[src/rtl/irq_arb_pkg.sv]
`timescale 1ns/1ps
package irq_arb_pkg;

    localparam int NUM_SRC = 14;
    localparam int CAUSE_W = $clog2(NUM_SRC);

    // Index order is the priority order: lower index wins.
    typedef enum logic [CAUSE_W-1:0] {
        SRC_RST  = 4'd0,
        SRC_MCHK = 4'd1,
        SRC_HDEC = 4'd2,
        SRC_EXT  = 4'd3,
        SRC_CEXT = 4'd4,
        SRC_WDOG = 4'd5,
        SRC_CDBL = 4'd6,
        SRC_FIT  = 4'd7,
        SRC_PIT  = 4'd8,
        SRC_DEC  = 4'd9,
        SRC_DBL  = 4'd10,
        SRC_HDBL = 4'd11,
        SRC_PERF = 4'd12,
        SRC_THRM = 4'd13
    } src_e;

    typedef enum logic [1:0] {
        ST_EMPTY = 2'd0,
        ST_ARMED = 2'd1,
        ST_TAKE  = 2'd2
    } arb_state_e;

    typedef struct packed {
        logic ee;
        logic ce;
        logic hv;
        logic hdec_en;
        logic ext_guest;
        logic has_hv;
        logic dec_cod;
    } mode_t;

endpackage

[src/rtl/irq_pend_bank.sv]
`timescale 1ns/1ps
module irq_pend_bank #(
    parameter int N = 14
) (
    input  logic         clk,
    input  logic         rst_n,
    input  logic [N-1:0] set_i,
    input  logic [N-1:0] clr_i,
    input  logic [N-1:0] taken_i,
    input  logic [N-1:0] discard_i,
    output logic [N-1:0] pend_q,
    output logic [N-1:0] pend_nx
);

    // A set strobe overrides every way of removing the bit.
    for (genvar k = 0; k < N; k++) begin : g_bit
        assign pend_nx[k] = set_i[k] |
                            (pend_q[k] & ~clr_i[k] & ~taken_i[k] & ~discard_i[k]);
    end

    always_ff @(posedge clk or negedge rst_n) begin
        if (!rst_n) pend_q <= '0;
        else        pend_q <= pend_nx;
    end

    p_set_wins_r11: assert property (@(posedge clk) disable iff (!rst_n)
        (|set_i) |=> ((pend_q & $past(set_i)) == $past(set_i)));

    p_clear_drops_r12: assert property (@(posedge clk) disable iff (!rst_n)
        (|(clr_i & ~set_i)) |=> ((pend_q & $past(clr_i & ~set_i)) == '0));

    p_discard_drops_r10: assert property (@(posedge clk) disable iff (!rst_n)
        (|(discard_i & ~set_i)) |=> ((pend_q & $past(discard_i & ~set_i)) == '0));

endmodule

[src/rtl/irq_gate.sv]
`timescale 1ns/1ps
module irq_gate
    import irq_arb_pkg::*;
#(
    parameter int N = NUM_SRC
) (
    input  logic [N-1:0] pend_i,
    input  mode_t        mode_i,
    output logic [N-1:0] elig_o,
    output logic [N-1:0] drop_o
);

    // Per-source eligibility and clear-on-delivery rule.
    for (genvar k = 0; k < N; k++) begin : g_src
        if (k == int'(SRC_RST) || k == int'(SRC_MCHK)) begin : g_nomask
            assign elig_o[k] = pend_i[k];
            assign drop_o[k] = 1'b1;
        end else if (k == int'(SRC_HDEC)) begin : g_hdec
            assign elig_o[k] = pend_i[k] & mode_i.hdec_en & (mode_i.ee | ~mode_i.hv);
            assign drop_o[k] = 1'b1;
        end else if (k == int'(SRC_EXT)) begin : g_ext
            assign elig_o[k] = pend_i[k] &
                               (mode_i.ee | (mode_i.has_hv & ~mode_i.hv & ~mode_i.ext_guest));
            assign drop_o[k] = 1'b0;
        end else if (k == int'(SRC_CEXT)) begin : g_cext
            assign elig_o[k] = pend_i[k] & mode_i.ce;
            assign drop_o[k] = 1'b0;
        end else if (k == int'(SRC_DEC)) begin : g_dec
            assign elig_o[k] = pend_i[k] & mode_i.ee;
            assign drop_o[k] = mode_i.dec_cod;
        end else begin : g_ee
            assign elig_o[k] = pend_i[k] & mode_i.ee;
            assign drop_o[k] = 1'b1;
        end
    end

endmodule

[src/rtl/irq_prio_pick.sv]
`timescale 1ns/1ps
module irq_prio_pick #(
    parameter int N = 14,
    parameter int W = $clog2(N)
) (
    input  logic [N-1:0] req_i,
    output logic         hit_o,
    output logic [W-1:0] idx_o,
    output logic [N-1:0] onehot_o
);

    // Scan from the lowest priority upward so the lowest index is written last.
    always_comb begin
        idx_o    = '0;
        onehot_o = '0;
        for (int k = N - 1; k >= 0; k--) begin
            if (req_i[k]) begin
                idx_o       = W'(k);
                onehot_o    = '0;
                onehot_o[k] = 1'b1;
            end
        end
        hit_o = |req_i;
    end

endmodule

[src/rtl/irq_prio_arbiter.sv]
`timescale 1ns/1ps
module irq_prio_arbiter
    import irq_arb_pkg::*;
(
    input  logic               clk,
    input  logic               rst_n,
    input  logic [NUM_SRC-1:0] src_set_i,
    input  logic [NUM_SRC-1:0] src_clr_i,
    input  logic               step_req_i,
    input  logic               ee_i,
    input  logic               ce_i,
    input  logic               hv_i,
    input  logic               hdec_en_i,
    input  logic               ext_guest_i,
    input  logic               has_hv_i,
    input  logic               dec_cod_i,
    input  logic               pwr_save_i,
    output logic               take_o,
    output logic [CAUSE_W-1:0] cause_o,
    output logic               any_pending_o
);

    localparam int N = NUM_SRC;

    arb_state_e           state_q, state_d;
    mode_t                mode;
    logic [N-1:0]         pend_q, pend_nx, elig, drop, pick_oh, taken, discard;
    logic [CAUSE_W-1:0]   pick_idx, cause_q;
    logic                 hit, grant;

    always_comb begin
        mode.ee        = ee_i;
        mode.ce        = ce_i;
        mode.hv        = hv_i;
        mode.hdec_en   = hdec_en_i;
        mode.ext_guest = ext_guest_i;
        mode.has_hv    = has_hv_i;
        mode.dec_cod   = dec_cod_i;
    end

    irq_gate #(.N(N)) u_gate (
        .pend_i (pend_q),
        .mode_i (mode),
        .elig_o (elig),
        .drop_o (drop)
    );

    irq_prio_pick #(.N(N), .W(CAUSE_W)) u_pick (
        .req_i    (elig),
        .hit_o    (hit),
        .idx_o    (pick_idx),
        .onehot_o (pick_oh)
    );

    // A request is honoured outside the cycle that follows a delivery.
    assign grant = step_req_i & hit & (state_q != ST_TAKE);

    always_comb begin
        taken            = grant ? (pick_oh & drop) : '0;
        discard          = '0;
        discard[SRC_HDEC] = pwr_save_i;
    end

    irq_pend_bank #(.N(N)) u_bank (
        .clk       (clk),
        .rst_n     (rst_n),
        .set_i     (src_set_i),
        .clr_i     (src_clr_i),
        .taken_i   (taken),
        .discard_i (discard),
        .pend_q    (pend_q),
        .pend_nx   (pend_nx)
    );

    // Next-state logic.
    always_comb begin
        state_d = state_q;
        unique case (state_q)
            ST_EMPTY: if (|pend_nx) state_d = ST_ARMED;
            ST_ARMED: begin
                if (grant)              state_d = ST_TAKE;
                else if (!(|pend_nx))   state_d = ST_EMPTY;
            end
            ST_TAKE:  state_d = (|pend_nx) ? ST_ARMED : ST_EMPTY;
            default:  state_d = ST_EMPTY;
        endcase
    end

    // State register.
    always_ff @(posedge clk or negedge rst_n) begin
        if (!rst_n) state_q <= ST_EMPTY;
        else        state_q <= state_d;
    end

    // Cause capture.
    always_ff @(posedge clk or negedge rst_n) begin
        if (!rst_n)     cause_q <= '0;
        else if (grant) cause_q <= pick_idx;
    end

    // Outputs.
    always_comb begin
        take_o        = (state_q == ST_TAKE);
        cause_o       = cause_q;
        any_pending_o = |pend_q;
    end

    p_take_single_r3: assert property (@(posedge clk) disable iff (!rst_n)
        take_o |=> !take_o);

    p_take_needs_req_r3: assert property (@(posedge clk) disable iff (!rst_n)
        take_o |-> $past(step_req_i));

    p_ee_gate_r8: assert property (@(posedge clk) disable iff (!rst_n)
        (take_o && cause_o >= CAUSE_W'(SRC_WDOG)) |-> $past(ee_i));

    p_ce_gate_r7: assert property (@(posedge clk) disable iff (!rst_n)
        (take_o && cause_o == CAUSE_W'(SRC_CEXT)) |-> $past(ce_i));

    p_hdec_gate_r5: assert property (@(posedge clk) disable iff (!rst_n)
        (take_o && cause_o == CAUSE_W'(SRC_HDEC)) |->
            ($past(hdec_en_i) && ($past(ee_i) || !$past(hv_i))));

    p_ext_kept_r6: assert property (@(posedge clk) disable iff (!rst_n)
        (take_o && cause_o == CAUSE_W'(SRC_EXT) && !$past(src_clr_i[SRC_EXT]))
            |-> pend_q[SRC_EXT]);

    p_armed_pending_r13: assert property (@(posedge clk) disable iff (!rst_n)
        (state_q == ST_ARMED) |-> any_pending_o);

endmodule

[config.mk]
export PLATFORM = sky130hd
export DESIGN_NAME = irq_prio_arbiter
export DESIGN_NICKNAME = d
export VERILOG_FILES = /design/src/rtl/irq_arb_pkg.sv /design/src/rtl/irq_pend_bank.sv /design/src/rtl/irq_gate.sv /design/src/rtl/irq_prio_pick.sv /design/src/rtl/irq_prio_arbiter.sv
export SDC_FILE = /design/constraint.sdc
export NUM_CORES = 1
export LEC_CHECK = 0
export BUFFER_PORTS_ARGS = -buffer_cell sky130_fd_sc_hd__buf_2
export CAP_MARGIN = 20
export CORE_MARGIN = 1
export CORE_UTILIZATION = 40
export DETAILED_ROUTE_END_ITERATION = 8
export GPL_ROUTABILITY_DRIVEN = 0
export PLACE_DENSITY = 0.73
export SLEW_MARGIN = 5
export SYNTH_ARGS = -nofsm -noshare
export SYNTH_HDL_FRONTEND = slang
export SYNTH_HIERARCHICAL = 1
export SYNTH_SLANG_ARGS = --single-unit
[constraint.sdc]
create_clock -name clk -period 3.1 [get_ports clk]
set_clock_uncertainty 0.15 [all_clocks]
set_input_delay 0.155 -clock clk [delete_from_list [all_inputs] [get_ports clk]]
set_output_delay 0.155 -clock clk [all_outputs]
set_load 0.02 [all_outputs]
==> metrics.txt, run 1 <==
# DRC 0; post-route antenna net violation count 0; wire length per cell 12.4 µm; max-slew violation count 0; design area 0.00195 mm²; Critical Path Sink Type register; clock transition at the registers of the reported paths 0.12 ns; worst skew pair latency 0.31 ns; grt total ovfl 0; Critical Path Fanout Max 8; IO Pins 45; Final Instance Count excl. Fillers 277; Tmin final 2.88 ns; Rows 21; CTS tree built; share of layout cells above drive strength 1 29.4%; MaxCap Viol Count 0; P_sw 0.183 mW; worst slack, placed 0.173 ns; largest net degree at the start of global routing 21; post-layout net count 271; Final HPWL DP 2610 µm; Worst Path Arrival 2.92 ns; synthesis-stage register bit count 20; synthesized area 0.00147 mm²; setup violators final 0; initial antenna violation count 0; count leader, synth dfrtp_1; vias in the first global route 1233; clock power share 31.9%; # H-tree levels 1; top cells by count, synth dfrtp_1, and3_1, buf_4; ys async rst share 100%; Cells after Synth 160; diode count 0; RSZ-0062 raised after global routing false; Pleak 0.937 nW; initial DRC count 58; Worst setup SP type register; DRT Pass-1 Iters 4; GRT Overall Usage 18.5%; WS Path Type reg -> reg; ys flop type dfrtp_1; vias per std cell 4.81; Synth cell types 33; hold crit path type in -> reg; Fin. Hold Viols 0; placed cell area 0.00169 mm²; Die ar. 0.00391 mm²; register area share after synthesis 34.1%; Net Sw Frac 27.1%; Synth warnings 6; core area 0.00342 mm²; WHS 0.0483 ns; peak supply drop 209 µV; Power Density 347 mW/mm²; part of the power in registers 44.3%; final worst setup slack 0.224 ns; fmax 0.348 GHz; via count 1333; first-pass GRT wire length 5620 µm; final wirelength 3430 µm; die span in x 62.5 µm; largest cells by area after synthesis dfrtp_1, buf_4, nor4b_1; CTS buffer count 3; total negative slack 0 ns; # port buffers 44; final period utilization 92.8%; maximum clock insertion buffer count 2; Comb pwr share 23.8%; area of the multi-input gates 936 µm²; Area Growth Syn to Fin 33.0%; Data required, critical path 3.15 ns; starting density of the core 42.9%; Synth area leader dfrtp_1; FILL cells 328; placed cells 255; Seq. cell area 500 µm²; outcome finished, final reports clean; internal power 0.494 mW; CTS Sinks 20; syn avg cell area 9.17 µm²; EDFF count, synth 0; root buffer cell clkbuf_4; share of the synthesized area in the top cell type 34.1%; chip height 62.5 µm
-- cell families (layout without fill, tap and decap cells) --
logic type	count (synthesis)	in the layout	synth area share, %
AO/OA/AOI/OAI	12	12	5.38
buffers and inverters	21	68	10.6
flip-flops	20	20	34.1
multiplexers	4	4	3.07
other	3	26	0.768
AND/OR/NAND/NOR	100	101	46.1
-- registers in the layout, summed over array words and instances, names as in the netlist --
name           flops
u_bank/pend_q     14
state_q            2
cause_o            4
-- metrics by stage --
stage	util (%)	power, mW
2_1_floorplan	-	0.401
3_3_place_gp	49.6	0.440
3_5_place_dp	49.6	0.441
4_1_cts	55.5	0.673
5_1_grt	57.1	0.718
6_report	57.1	0.678
-- timing repair --
action | CTS | global route
hold endpoints to repair | 34 | 0
buffers inserted | 0 | 2
setup endpoints to repair | 0 | 1
resized for setup | 0 | 6
hold buffers | 15 | 0
-- power groups by stage --
stage | logic, mW | clock network [mW] | registers [mW]
after floorplan | 0.0971 | 0 | 0.304
after global placement | 0.135 | 0 | 0.305
after detailed placement | 0.136 | 0 | 0.305
after CTS | 0.151 | 0.222 | 0.300
after global routing | 0.179 | 0.235 | 0.304
final | 0.161 | 0.216 | 0.300
-- per-layer routing --
| layer | wire length (µm) | vias to the layer above | track usage [%] |
|---|---|---|---|
| li1 | - | 681 | - |
| met1 | 1630 | 598 | 26.1 |
| met2 | 1570 | 45 | 27.3 |
| met3 | 147 | 9 | 2.55 |
| met4 | 82 | 0 | 9.30 |
| met5 | 0 | - | 0 |
-- final timing paths --
kind | from | end | slack (ns) | depth (start not counted)
setup / recovery | u_bank/pend_q[3] | state_q[0] | 0.22 | 12
hold / removal | src_clr_i[12] | u_bank/pend_q[12] | 0.05 | 3
setup reg to reg | u_bank/pend_q[3] | state_q[0] | 0.22 | 12
hold reg to reg | state_q[1] | state_q[1] | 0.32 | 1
max in group asynchronous | rst_n | u_bank/pend_q[11] | 2.32 | 2
min in group asynchronous | rst_n | cause_o[2] | 0.16 | 2
-- critical path: stages (launching register included) --
cell and delay [ns]:
dfrtp_1 0.41, o21a_1 0.25, nor4_4 0.09, and3_4 0.18
nand2_1 0.09, nand2_1 0.14, nor2_4 0.19, and3_1 0.18
nor4b_1 0.05, or2_1 0.22, or4_4 0.55, nor3_2 0.16
a31oi_1 0.10
-- placed cells by master (no fill, tap or decap), types with 2 or more instances in the layout --
master         netlist  routed
buf_2                0      44
conb_1               3      26
dfrtp_1             20      20
and3_1              19      18
dlygate4sd3_1        0      15
nor4b_1             14      14
or2_1               14      14
and2_1              14      14
nor2_1               8       8
nor4_1               7       6
nor2b_1              6       6
nand2_1              4       4
mux2_2               4       4
buf_4               18       4
a31oi_1              3       3
clkbuf_4             0       3
o21ai_0              3       3
nor3b_1              3       2
nor3b_2              1       2
nand2b_1             2       2
and4b_1              2       2
-- cell type report --
class,instances,share of cell area (%)
multi-input cells,143,48.0
repair buffers,63,20.5
flip-flops and latches,20,25.7
clock inverters,1,1.54
clock buffers,3,1.15
inverters,1,0.192
well taps,46,2.95
No activity file was read; power rests on OpenSTA's default activity.
==> run 2: changes to the inputs <==
--- a/config.mk
+++ b/config.mk
@@ -11,9 +11,8 @@
 export CORE_UTILIZATION = 40
 export DETAILED_ROUTE_END_ITERATION = 8
 export GPL_ROUTABILITY_DRIVEN = 0
-export PLACE_DENSITY = 0.73
+export PLACE_DENSITY = 0.75
 export SLEW_MARGIN = 5
 export SYNTH_ARGS = -nofsm -noshare
 export SYNTH_HDL_FRONTEND = slang
-export SYNTH_HIERARCHICAL = 1
 export SYNTH_SLANG_ARGS = --single-unit
==> run 2 against run 1 <==
Against the previous run: the run now ends with DRC left; non-clock buffer count decreased by 3; sequential share of layout area rose by 4.0 points; clock power is 26% lower; global-route usage grew 2.9 points; sequential power rose by 2%; worst hold slack lost 0.037 ns; fmax grew 17%; critical path depth fell by 7; area after synthesis decreased by 16%; die area is 16% lower; critical path type unchanged; highest routed layer unchanged.
==> metrics.txt, run 2 <==
outcome finished, violations left (was finished, final reports clean); failing checks DRC; post-layout net count 240 (was 271); Pleak 0.773 nW (was 0.937 nW); Area Growth Syn to Fin 37.0% (was 33.0%); Buf/Inv on CP 1 (was 0); M1 wire length 1340 µm (was 1630 µm); WP depth 5 (was 12); peak supply drop 228 µV (was 209 µV); Die ar. 0.00330 mm² (was 0.00391 mm²); Data required, critical path 3.20 ns (was 3.15 ns); max-slew violation count 0 (unchanged); slowest CP cell dlygate4sd3_1 (was or4_4); hold worst-path end u_bank.pend_q[0] (was u_bank/pend_q[12]); top cells by count, synth dfrtp_1, inv_1, nand2_1 (was dfrtp_1, and3_1, buf_4); ys async rst share 100% (unchanged); Synth area leader dfrtp_1 (unchanged); Design Power 0.609 mW (was 0.678 mW); Net Sw Frac 30.0% (was 27.1%); root buffer cell clkbuf_4 (unchanged); met2 wire len 1560 µm (was 1570 µm); worst r2r src u_bank.pend_q[12] (was u_bank/pend_q[3]); # DRC 2 (was 0); die span in x 57.5 µm (was 62.5 µm); largest cells by area after synthesis dfrtp_1, inv_1, a21oi_1 (was dfrtp_1, buf_4, nor4b_1); post-route antenna net violation count 0 (unchanged); clock transition at the registers of the reported paths 0.12 ns (about the same); EDFF count, synth 0 (unchanged); Comb pwr share 23.8% (about the same); fmax 0.408 GHz (was 0.348 GHz); starting density of the core 43.5% (was 42.9%); Worst-Margin Slew 0.514 ns; Critical Path Fanout Max 6 (was 8); Largest Register u_bank.pend_q (was u_bank/pend_q); CTS tree built (unchanged); first-pass GRT wire length 5460 µm (was 5620 µm); ys flop type dfrtp_1 (unchanged); Worst Path Arrival 2.55 ns (was 2.92 ns); grt total ovfl 0 (unchanged); vias in the first global route 1325 (was 1233); hold crit path type in -> reg (unchanged); share of the synthesized area in the top cell type 40.7% (was 34.1%); Cell Chain, Critical Path o41ai_2 -> o2111ai_2 -> and4_1 -> o21bai_1 -> dlygate4sd3_1 (was o21a_1 -> nor4_4 -> and3_4 -> nand2_1 -> nand2_1 -> nor2_4 -> and3_1 -> nor4b_1 -> or2_1 -> or4_4 -> nor3_2 -> a31oi_1); RSZ-0062 raised after global routing false (unchanged); Max Used Layer met4 (unchanged); diode count 0 (unchanged); Synth cell types 41 (was 33); initial DRC count 62 (was 58); share of layout cells above drive strength 1 33.0% (was 29.4%); Cells after Synth 136 (was 160); total negative slack 0 ns (unchanged); MaxCap Viol Count 0 (unchanged); Rows 19 (was 21); register area share after synthesis 40.7% (was 34.1%); Slew HR 65.4%; largest net degree at the start of global routing 21 (unchanged); # H-tree levels 1 (unchanged); Tmin final 2.45 ns (was 2.88 ns); Hold Path Cell Cnt 3 (unchanged); DRT Pass-1 Iters 6 (was 4); count leader, synth dfrtp_1 (unchanged); FF-to-FF setup slack 0.65 ns (was 0.22 ns); Fin. Hold Viols 0 (unchanged); final period utilization 79.0% (was 92.8%); # port buffers 44 (unchanged); CTS Sinks 20 (unchanged); worst r2r path cells 5 (was 12); number of setup buffers added after CTS 0 (unchanged); GRT Overall Usage 21.4% (was 18.5%); CP peak stage delay 0.56 ns (was 0.55 ns); synthesized area 0.00123 mm² (was 0.00147 mm²); syn avg cell area 9.05 µm² (was 9.17 µm²); P_sw 0.183 mW (about the same); CTS buffer count 3 (unchanged); hold path start src_clr_i[0] (was src_clr_i[12]); chip height 57.5 µm (was 62.5 µm); maximum clock insertion buffer count 2 (unchanged); IO Pins 45 (unchanged); critical path's top delay family compound AO/OA/AOI/OAI gates (was simple AND/OR/NAND/NOR gates); core area 0.00283 mm² (was 0.00342 mm²); part of the power in registers 50.2% (was 44.3%); r2r endpoint u_bank.pend_q[6] (was state_q[0]); Critical Path Sink Type register (unchanged); WS Path Type reg -> reg (unchanged); Power Density 361 mW/mm² (was 347 mW/mm²); wire length per cell 13.7 µm (was 12.4 µm); synthesis-stage register bit count 20 (unchanged); clock power share 26.1% (was 31.9%); via count 1306 (was 1333); CTS resizes 0 (unchanged); Synth warnings 0 (was 6); Worst setup SP type register (unchanged); commonest non-fill, non-tap cells in the layout buf_2, dfrtp_1, dlygate4sd3_1, inv_1, nand2_1 (was buf_2, conb_1, dfrtp_1, and3_1, dlygate4sd3_1); internal power 0.426 mW (was 0.494 mW); worst skew pair latency 0.31 ns (about the same); syn_nets 175; vias per std cell 5.65 (was 4.81); most common library cell in the layout ignoring fill and taps buf_2 (unchanged); routed wl met3 185 µm (was 147 µm); Final HPWL DP 2480 µm (was 2610 µm); setup violators final 0 (unchanged); max reg flops 14 (unchanged); final wirelength 3160 µm (was 3430 µm); initial antenna violation count 0 (unchanged)
-- run 2: cell types whose count changed in the layout (fill, tap and decap cells not counted), moves of 4 or more --
cell	delta
a31o_2	+5
inv_1	+15
conb_1	-26
nor3_1	+5
buf_4	-4
or2_1	-14
and2_1	-14
a21oi_1	+9
mux2_2	-4
nor2b_1	-5
nor4b_1	-14
nand2_1	+8
and3_1	-18
-- run 2: layout make-up --
class,count,area [µm²]
clock buffer,4,36.3
sequential,20,500
multi-input combinational,100,671
fill,244,1140
inverter,16,60.1
tap,31,38.8
timing repair buffer,60,380
-- run 2: worst max path at each step --
stage | start | endpoint | slack, ns
after global placement | u_bank.pend_q[1] | state_q[0] | 0.84
after detailed placement | u_bank.pend_q[1] | state_q[0] | 0.76
final | u_bank.pend_q[12] | u_bank.pend_q[6] | 0.65
after floorplan | state_q[0] | state_q[0] | 0.96
after CTS | u_bank.pend_q[12] | u_bank.pend_q[6] | 0.65
after global routing | u_bank.pend_q[13] | u_bank.pend_q[6] | 0.53
-- run 2: kinds of logic after synthesis --
kind of cell	synth area share [%]
buf+inv	4.88
flops	40.7
compound gates	32.3
simple gates	22.2
-- run 2: what timing repair did --
| item | in CTS | in global routing |
|---|---|---|
| hold buffers | 16 | 0 |
| hold endpoints to repair | 31 | 0 |
| endpoints found under the setup margin | 0 | 0 |
-- run 2: power by group through the flow --
| stage | clock network [mW] | logic (mW) | registers [mW] |
|---|---|---|---|
| 2_1_floorplan | 0 | 0.0720 | 0.310 |
| 3_3_place_gp | 0 | 0.125 | 0.309 |
| 3_5_place_dp | 0 | 0.128 | 0.311 |
| 4_1_cts | 0.166 | 0.144 | 0.305 |
| 5_1_grt | 0.170 | 0.160 | 0.309 |
| 6_report | 0.159 | 0.145 | 0.306 |
-- run 2: through the flow --
| stage | cells | setup slack (ns) | util [%] | instance area (µm²) | hold slack [ns] |
|---|---|---|---|---|---|
| floorplan | 136 | 0.958 | - | 1230 | -0.291 |
| CTS | 231 | 0.650 | 59.6 | 1690 | 0.000926 |
| global route | 231 | 0.530 | 59.6 | 1690 | 0.0250 |
| global placement | 211 | 0.841 | 52.7 | 1490 | -0.0199 |
| finish | 231 | 0.652 | 59.6 | 1690 | 0.0109 |
| detailed placement | 211 | 0.759 | 52.7 | 1490 | -0.0104 |
-- run 2: layer usage --
metal,GRT usage (%),vias up
met3,2.49,8
met4,12.5,0
met2,36.5,57
li1,-,639
met5,0,-
met1,25.8,602
-- run 2: worst reg2reg max path, cell delays in order, from the launching register on --
cell,delay (ns)
dfrtp_1,0.46
o41ai_2,0.56
o2111ai_2,0.25
and4_1,0.24
o21bai_1,0.17
dlygate4sd3_1,0.56
==> run 3: changes to the inputs <==
--- a/config.mk
+++ b/config.mk
@@ -5,13 +5,14 @@
 export SDC_FILE = /design/constraint.sdc
 export NUM_CORES = 1
 export LEC_CHECK = 0
+export ABC_AREA = 1
 export BUFFER_PORTS_ARGS = -buffer_cell sky130_fd_sc_hd__buf_2
 export CAP_MARGIN = 20
 export CORE_MARGIN = 1
 export CORE_UTILIZATION = 40
 export DETAILED_ROUTE_END_ITERATION = 8
 export GPL_ROUTABILITY_DRIVEN = 0
-export PLACE_DENSITY = 0.75
+export PLACE_DENSITY = 0.72
 export SLEW_MARGIN = 5
 export SYNTH_ARGS = -nofsm -noshare
 export SYNTH_HDL_FRONTEND = slang
==> constraint.sdc (replaced) <==
create_clock -name clk -period 2.4 [get_ports clk]
set_clock_uncertainty 0.15 [all_clocks]
set_input_delay 0.12 -clock clk [delete_from_list [all_inputs] [get_ports clk]]
set_output_delay 0.12 -clock clk [all_outputs]
set_load 0.02 [all_outputs]
==> run 3 against run 2 <==
Against the previous run: the run now ends clean; die area up 10%; setup slack lost 0.45 ns; sequential cell count unchanged; critical path depth is 3 higher; synthesized cell count up 48%; area after synthesis rose by 11%; sequential power is 25% higher; final cell count grew 37%; combinational power rose by 59%; highest routed layer unchanged.
==> metrics.txt, run 3 <==
post-layout net count 312 (was 240); fmax 0.454 GHz (was 0.408 GHz); ys async rst share 100% (unchanged); Final HPWL DP 2550 µm (was 2480 µm); diode count 0 (unchanged); vias in the first global route 1371 (was 1325); Power Density 424 mW/mm² (was 361 mW/mm²); top cells by count, synth nand2_1, nor2_1, inv_1 (was dfrtp_1, inv_1, nand2_1); vias per std cell 4.78 (was 5.65); share of layout cells above drive strength 1 23.2% (was 33.0%); starting density of the core 43.3% (was 43.5%); IO Pins 45 (unchanged); max-slew violation count 0 (unchanged); CTS Sinks 20 (unchanged); setup violators final 0 (unchanged); final worst setup slack 0.199 ns (was 0.652 ns); Worst-Margin Slew 0.448 ns (was 0.514 ns); Worst Path Arrival 2.30 ns (was 2.55 ns); Rows 20 (was 19); synthesis-stage register bit count 20 (unchanged); # DRC 0 (was 2); WS Path Type reg -> reg (unchanged); Data required, critical path 2.50 ns (was 3.20 ns); Largest Register u_bank.pend_q (unchanged); synthesized area 0.00136 mm² (was 0.00123 mm²); Pleak 0.948 nW (was 0.773 nW); clock transition at the registers of the reported paths 0.11 ns (was 0.12 ns); EDFF count, synth 0 (unchanged); Tmin final 2.20 ns (was 2.45 ns); initial antenna violation count 0 (unchanged); final wirelength 3540 µm (was 3160 µm); largest cells by area after synthesis dfrtp_1, nand2_1, nor2_1 (was dfrtp_1, inv_1, a21oi_1); FILL cells 312 (was 244); grt total ovfl 0 (unchanged); Synth warnings 0 (unchanged); Synth cell types 27 (was 41); Critical Path Fanout Max 10 (was 6); peak supply drop 201 µV (was 228 µV); final core utilization 60.9% (was 59.6%); count leader, synth nand2_1 (was dfrtp_1); # H-tree levels 1 (unchanged); Cells after Synth 201 (was 136); Design Power 0.814 mW (was 0.609 mW); Synth area leader dfrtp_1 (unchanged); hold crit path type in -> reg (unchanged); wire length per cell 11.2 µm (was 13.7 µm); core area 0.00315 mm² (was 0.00283 mm²); MaxCap Viol Count 0 (unchanged); largest net degree at the start of global routing 21 (unchanged); design area 0.00192 mm² (was 0.00169 mm²); commonest non-fill, non-tap cells in the layout nand2_1, buf_2, nor2_1, inv_1, dlygate4sd3_1 (was buf_2, dfrtp_1, dlygate4sd3_1, inv_1, nand2_1); first-pass GRT wire length 5840 µm (was 5460 µm); Critical Path Sink Type register (unchanged); Worst setup SP type register (unchanged); maximum clock insertion buffer count 2 (unchanged); syn_nets 240 (was 175); CTS buffer count 3 (unchanged); post-route antenna net violation count 0 (unchanged); # port buffers 44 (unchanged); root buffer cell clkbuf_4 (unchanged); worst skew pair latency 0.30 ns (was 0.31 ns); max reg flops 14 (unchanged); total negative slack 0 ns (unchanged); worst slack, placed 0.261 ns (was 0.759 ns); WHS 0.00611 ns (was 0.0109 ns); via count 1509 (was 1306); GRT Overall Usage 21.8% (was 21.4%); chip height 60.4 µm (was 57.5 µm); DRT Pass-1 Iters 4 (was 6); CTS tree built (unchanged); Die ar. 0.00365 mm² (was 0.00330 mm²); Area Growth Syn to Fin 40.8% (was 37.0%); placed cell area 0.00162 mm² (was 0.00149 mm²); register area share after synthesis 36.7% (was 40.7%); syn avg cell area 6.79 µm² (was 9.05 µm²); Fin. Hold Viols 0 (unchanged); initial DRC count 60 (was 62); share of the synthesized area in the top cell type 36.7% (was 40.7%); RSZ-0062 raised after global routing false (unchanged); Slew HR 70.1% (was 65.4%); die span in x 60.4 µm (was 57.5 µm); ys flop type dfrtp_1 (unchanged); Final Instance Count excl. Fillers 316 (was 231); outcome finished, final reports clean (was finished, violations left); placed cells 286 (was 211); final period utilization 91.7% (was 79.0%)
-- run 3: critical path: stages, from the launching register on --
cell	delay, ns
dfrtp_1	0.43
nor2_1	0.19
nand2_1	0.10
o21ai_1	0.28
nand3_4	0.16
nand3_4	0.16
nand2_2	0.07
nand2_1	0.06
dlygate4sd3_1	0.55
-- run 3: cell type report --
type	instances	area (µm²)	area share, %
multi-input cells	141	709	36.9
flip-flops and latches	20	500	26.1
repair buffers	70	480	25.0
inverters	37	139	7.23
well taps	44	55.1	2.87
clock buffers	4	36.3	1.89
-- run 3: cells by family after synthesis --
group / synth area share [%]
buf+inv: 11.7
simple gates: 41.6
flops: 36.7
compound gates: 10.1
-- run 3: final timing paths --
path	from	slack [ns]	cells after the start	to
setup / recovery	u_bank.pend_q[11]	0.20	8	u_bank.pend_q[0]
max in group asynchronous	rst_n	1.66	2	u_bank.pend_q[9]
hold / removal	src_clr_i[10]	0.006	4	u_bank.pend_q[10]
min in group asynchronous	rst_n	0.13	2	u_bank.pend_q[3]
setup reg to reg	u_bank.pend_q[11]	0.20	8	u_bank.pend_q[0]
hold reg to reg	state_q[1]	0.32	1	state_q[1]
-- run 3: report_power, final --
group | total [mW] | internal [mW] | switching (mW) | leakage [nW]
sequential | 0.384 | 0.364 | 0.0205 | 0.230
combinational | 0.231 | 0.103 | 0.128 | 0.698
clock | 0.199 | 0.0926 | 0.106 | 0.0210
total | 0.814 | 0.559 | 0.254 | 0.948
-- run 3: timing repair --
action / in CTS / in global routing
hold buffers: 26 / 0
buffers inserted: 0 / 0
hold endpoints to repair: 34 / 0
setup endpoints to repair: 0 / 2
resized for setup: 0 / 2
-- run 3: per-layer routing --
layer	global-route usage [%]	part of all wire, %	up-vias
met1	28.3	47	679
met3	1.28	3.6	5
met2	38.1	48	41
li1	-	-	784
met5	0	0	-
met4	7.97	1.5	0
